==> config.mk <==
export PLATFORM = sky130hd
export DESIGN_NAME = rx_lock_ctrl
export DESIGN_NICKNAME = d
export VERILOG_FILES = /design/src/rtl/rx_lock_pkg.sv /design/src/rtl/rx_fifo.sv /design/src/rtl/rx_gate_ctrl.sv /design/src/rtl/rx_lock_ctrl.sv
export SDC_FILE = /design/constraint.sdc
export NUM_CORES = 1
export LEC_CHECK = 0
export ABC_AREA = 0
export ABC_CLOCK_PERIOD_IN_PS = 5700
export BUFFER_PORTS_ARGS = -buffer_cell sky130_fd_sc_hd__buf_2
export CORE_MARGIN = 3
export CORE_UTILIZATION = 60
export CTS_BUF_LIST = sky130_fd_sc_hd__clkbuf_8
export DETAILED_ROUTE_END_ITERATION = 10
export GPL_TIMING_DRIVEN = 0
export PLACE_DENSITY = 0.81
export SYNTH_ARGS = -nofsm -noshare
export SYNTH_HDL_FRONTEND = slang
export SYNTH_HIERARCHICAL = 1
export SYNTH_SLANG_ARGS = --single-unit
==> constraint.sdc <==
create_clock -name clk -period 5.7 [get_ports clk]
set_input_delay 0.855 -clock clk [delete_from_list [all_inputs] [get_ports clk]]
set_output_delay 0.855 -clock clk [all_outputs]
set_load 0.01 [all_outputs]
==> src/rtl/rx_lock_pkg.sv <==
package rx_lock_pkg;
  localparam int DEF_DATA_W = 24;
  localparam int DEF_DEPTH  = 6;
  localparam int DEF_MODE_W = 3;

  typedef enum logic [1:0] {
    RESP_NONE  = 2'b00,
    RESP_ACK   = 2'b01,
    RESP_RETRY = 2'b10
  } wr_resp_e;
endpackage

==> src/rtl/rx_fifo.sv <==
module rx_fifo #(
  parameter int DATA_W = 24,
  parameter int DEPTH  = 6,
  localparam int PTR_W = (DEPTH > 1) ? $clog2(DEPTH) : 1,
  localparam int LVL_W = $clog2(DEPTH + 1)
) (
  input  logic              clk,
  input  logic              rst,
  input  logic              flush,
  input  logic              push,
  input  logic [DATA_W-1:0] push_data,
  input  logic              pop,
  output logic [DATA_W-1:0] pop_data,
  output logic [LVL_W-1:0]  level,
  output logic              empty,
  output logic              full
);
  localparam logic [PTR_W-1:0] LAST = PTR_W'(DEPTH - 1);
  localparam logic [LVL_W-1:0] FULL_LVL = LVL_W'(DEPTH);

  logic [DATA_W-1:0] mem [DEPTH];
  logic [PTR_W-1:0]  wptr, rptr;

  assign empty = (level == '0);
  assign full  = (level == FULL_LVL);

  // storage array without reset so it maps to RAM
  always_ff @(posedge clk) begin
    if (push) mem[wptr] <= push_data;
  end

  always_ff @(posedge clk) begin
    if (pop) pop_data <= mem[rptr];
  end

  always_ff @(posedge clk) begin
    if (rst || flush) begin
      wptr  <= '0;
      rptr  <= '0;
      level <= '0;
    end else begin
      if (push) wptr <= (wptr == LAST) ? '0 : wptr + 1'b1;
      if (pop)  rptr <= (rptr == LAST) ? '0 : rptr + 1'b1;
      case ({push, pop})
        2'b10:   level <= level + 1'b1;
        2'b01:   level <= level - 1'b1;
        default: level <= level;
      endcase
    end
  end
endmodule

==> src/rtl/rx_gate_ctrl.sv <==
module rx_gate_ctrl #(
  parameter int MODE_W      = 3,
  parameter int MASTER_MODE = 1
) (
  input  logic              clk,
  input  logic              rst,
  input  logic              soft_rst,
  input  logic [MODE_W-1:0] mode_sel,
  input  logic              iface_active,
  input  logic              wr_req,
  input  logic              host_lock,
  input  logic              mst_rd_done,
  input  logic              fifo_full,
  input  logic              fifo_empty,
  input  logic              cfg_wr,
  input  logic              cfg_lock_en,
  input  logic              done_clr,
  output logic              wr_accept,
  output logic              lock_en,
  output logic              done_flag
);
  localparam logic [MODE_W-1:0] MM = MODE_W'(MASTER_MODE);

  logic armed, excl_seen, prot_on, refuse, arm_evt, done_set;

  assign prot_on  = lock_en && (mode_sel == MM);
  assign refuse   = soft_rst || fifo_full || done_flag || (prot_on && armed);
  assign wr_accept = wr_req && !refuse;
  assign arm_evt  = prot_on && ((wr_accept && !host_lock) ||
                                (excl_seen && !host_lock) || mst_rd_done);
  assign done_set = prot_on && armed && fifo_empty && !done_clr;

  always_ff @(posedge clk) begin
    if (rst || soft_rst) begin
      lock_en   <= 1'b0;
      armed     <= 1'b0;
      excl_seen <= 1'b0;
      done_flag <= 1'b0;
    end else begin
      if (cfg_wr && (!iface_active || done_flag)) lock_en <= cfg_lock_en;

      if (!prot_on)               excl_seen <= 1'b0;
      else if (wr_accept && host_lock) excl_seen <= 1'b1;
      else if (!host_lock)        excl_seen <= 1'b0;

      if (!prot_on || done_clr)   armed <= 1'b0;
      else if (arm_evt)           armed <= 1'b1;

      if (done_clr)               done_flag <= 1'b0;
      else if (done_set)          done_flag <= 1'b1;
    end
  end
endmodule

==> src/rtl/rx_lock_ctrl.sv <==
module rx_lock_ctrl
  import rx_lock_pkg::*;
#(
  parameter int DATA_W      = DEF_DATA_W,
  parameter int DEPTH       = DEF_DEPTH,
  parameter int MODE_W      = DEF_MODE_W,
  parameter int MASTER_MODE = 1,
  localparam int LVL_W      = $clog2(DEPTH + 1)
) (
  input  logic              clk,
  input  logic              rst,
  input  logic              soft_rst,
  input  logic [MODE_W-1:0] mode_sel,
  input  logic              iface_active,
  input  logic              host_wr_req,
  input  logic [DATA_W-1:0] host_wr_data,
  input  logic              host_lock,
  input  logic              mst_rd_done,
  input  logic              core_rd,
  output logic [DATA_W-1:0] core_rd_data,
  input  logic              cfg_wr,
  input  logic              cfg_lock_en,
  input  logic              done_clr,
  output logic              host_wr_ack,
  output logic              host_wr_retry,
  output logic              lock_en,
  output logic              done_flag,
  output logic [LVL_W-1:0]  rx_level,
  output logic              rx_empty
);
  logic wr_accept, fifo_full, pop;
  wr_resp_e resp_q;

  assign pop = core_rd && !rx_empty && !soft_rst;

  rx_fifo #(.DATA_W(DATA_W), .DEPTH(DEPTH)) u_fifo (
    .clk(clk), .rst(rst), .flush(soft_rst),
    .push(wr_accept), .push_data(host_wr_data),
    .pop(pop), .pop_data(core_rd_data),
    .level(rx_level), .empty(rx_empty), .full(fifo_full)
  );

  rx_gate_ctrl #(.MODE_W(MODE_W), .MASTER_MODE(MASTER_MODE)) u_gate (
    .clk(clk), .rst(rst), .soft_rst(soft_rst),
    .mode_sel(mode_sel), .iface_active(iface_active),
    .wr_req(host_wr_req), .host_lock(host_lock), .mst_rd_done(mst_rd_done),
    .fifo_full(fifo_full), .fifo_empty(rx_empty),
    .cfg_wr(cfg_wr), .cfg_lock_en(cfg_lock_en), .done_clr(done_clr),
    .wr_accept(wr_accept), .lock_en(lock_en), .done_flag(done_flag)
  );

  always_ff @(posedge clk) begin
    if (rst)              resp_q <= RESP_NONE;
    else if (!host_wr_req) resp_q <= RESP_NONE;
    else if (wr_accept)    resp_q <= RESP_ACK;
    else                   resp_q <= RESP_RETRY;
  end

  assign host_wr_ack   = (resp_q == RESP_ACK);
  assign host_wr_retry = (resp_q == RESP_RETRY);
endmodule

==> qor.yml <==
slowest_delay_ns: 0.70
area_growth_pct: 13.62
grt_usage: 0.2138
viasPerCell: 5.774
setup-tns-final_ns: 0
period_needed_ns: 3.261
h-tree-depth: 4
yosys-top-cells-area: "edfxtp_1, mux2i_1, dfxtp_1"
postCtsHoldBufs: 0
maxSlewHeadroom: 0.3747
drc_errors: 0
endpoint_kind: "flip-flop"
dp_hpwl_mm: 8.264
synth_cells: 389
clock_path_buffers: 2
syn_avg_cell_area_um2: 18.12
fin_crit_sh: 0.5721
place.gp.congestion: 0.7259
yosysWarnings: 6
cts_setup_buffers: 0
grt_max_degree: 26
cp.required_ns: 5.76
synth_compound_area_frac: 0.05024
setup_ws_ns: 2.439
yosysUniqueCellTypes: 42
synthTopCellsByCount: "edfxtp_1, mux2i_1, nand2_1"
worstSetupPathType: "flip-flop to flip-flop"
route.top_layer_used: "met5"
ys_seq_area_frac: 0.7584
worst_setup_path_start_kind: "flip-flop"
status: "complete, no violations"
cts_resized: 0
cp_num_buf_inv: 1
slew_violations: 0
cp_slowest_cell: "nor2_4"
synth_top_family_by_area: "multiplexers"
maxCapViolCount: 0
pin_count: 70
yosysMostFrequentCell: "edfxtp_1"
wl_met1_mm: 5.210
syn_nets: 429
grt_first_pass_wirelength_mm: 20.48
leakage_nw: 2.686
finalWirelength_mm: 12.93
cts.sink_count: 183
async_flop_share: 0
cts_buffers: 17
clkTransAtPathRegs_ns: 0.08
synthMuxAreaShare: 0.1154
die_x_um: 114.4
synth-seq-cells: 183
yosys.area_share.simple: 0.04687
die-height_um: 114.4
syn_area_um2: 7048
synth_top_area_frac: 0.7158
power_density_nw_per_um2: 285.1
drt_pass1_iterations: 5
hp-class: "flip-flop to flip-flop"
arrival_ns: 3.32
ir_worst_vdd_uv: 173.0
setup_viol: 0
synth_xor_area_frac: 0.004971
path_max_fanout: 24
rsz0062_at_grt: "no"
grt_pass1_vias: 3853
root_buffer: "clkbuf_8"
portBuffers: 69
fp.dieArea_um2: 13080
start_util: 0.6308
cts_tree: "built"
dp_slack_ns: 1.779
drive_gt1_frac: 0.3300
synthFlopType: "edfxtp_1"
finalHoldViolCount: 0
clk_latency_ns: 0.45
crit_chain: "inv_1 > and3_1 > or4b_4 > a21oi_1 > nor2b_1 > nand2_1 > nor2_4"
fin_worst_skew_ns: 0.01895
tightestPinTransition_ns: 0.9329
cp_top_family: "simple AND/OR/NAND/NOR gates"
globalRoute.totalOverflow: 0
nets: 524
antenna_found_initial: 1
diodes: 0
maxClockFrequency_mhz: 306.7
met2_wirelength_mm: 6.848
design.core.area_um2: 11170
synth_edf_count: 168
num_vias: 3661
ant_nets: 0
initialDrtViolationCount: 304
yosys.area_share.adder: 0.004616
dr_wl_met3_um: 717
wl_per_cell_um: 20.40
synth_top_cell_by_area: "edfxtp_1"
rows: 38
-- cell families after synthesis --
group	Yosys count
buffers and inverters	24
muxes	74
and+or+nand+nor	66
xor gates and xnor gates	4
adders and majority gates	2
DFF	183
AOI/OAI and AO/OA	36
-- cell usage in the layout (no fill, tap or decap), types with 11 or more instances in the layout --
cell type / netlist / layout
buf_2: 7 / 76
mux2_4: 11 / 11
o221ai_2: 11 / 11
dfxtp_1: 15 / 15
nand2_1: 28 / 28
o221ai_1: 13 / 13
nor2_1: 14 / 11
edfxtp_1: 168 / 168
mux2_2: 13 / 13
clkbuf_8: 0 / 17
mux2i_1: 49 / 49
-- through the flow --
stage | cells | area (um2) | util | hold slack [ns] | total power [mW]
after floorplan | 389 | 7048 | - | 0.4878 | 1.550
after global placement | 598 | 7569 | 0.6774 | 0.4734 | 1.582
after detailed placement | 605 | 7689 | 0.6881 | 0.4897 | 1.591
after CTS | 634 | 8006 | 0.7166 | 0.5012 | 2.295
after global routing | 634 | 8008 | 0.7167 | 0.5489 | 2.374
final | 634 | 8008 | 0.7167 | 0.4996 | 2.283
-- tightest hold or removal path: stages, from the launching register on --
cell,delay (ns)
dfxtp_1,0.32
o21ai_0,0.07
a21oi_1,0.07
-- report_power, final --
group | switching [mW] | internal (mW)
Combinational | 0.0446 | 0.0358
Sequential | 0.00366 | 1.48
Clock | 0.431 | 0.292
Total | 0.479 | 1.80
-- metal layers --
metal	global-route usage	vias to the layer above
met4	0.06255	2
met2	0.3640	113
li1	-	1706
met5	0	-
met1	0.2693	1825
met3	0.05973	15
-- state kept, by name (all words and copies together) (netlist names) --
name / cells
u_fifo/wptr: 3
resp_q: 2
u_fifo/pop_data: 24
u_gate/done_flag: 1
u_fifo/level: 3
u_fifo/rptr: 3
u_gate/excl_seen: 1
u_fifo/mem: 144
u_gate/lock_en: 1
u_gate/armed: 1
-- worst paths after layout --
path	cells past startpoint	endpoint	slack, ns	startpoint
hold reg to reg	2	u_gate/lock_en	0.50	u_gate/lock_en
setup reg to reg	7	u_fifo/mem[2][6]	2.44	u_fifo/level[0]
setup / recovery	7	u_fifo/mem[2][6]	2.44	u_fifo/level[0]
hold / removal	2	u_gate/lock_en	0.50	u_gate/lock_en
-- area by class of cell --
cell class / count / area [um2]
Buffer: 17 / 111.4
Fill cell: 662 / 3166
Tap cell: 140 / 175.2
Inverter: 7 / 26.28
Clock buffer: 17 / 234.0
Timing Repair Buffer: 76 / 427.9
Clock inverter: 12 / 83.83
Multi-Input combinational cell: 182 / 1604
Sequential cell: 183 / 5345
(Power assumes the default switching activity.)
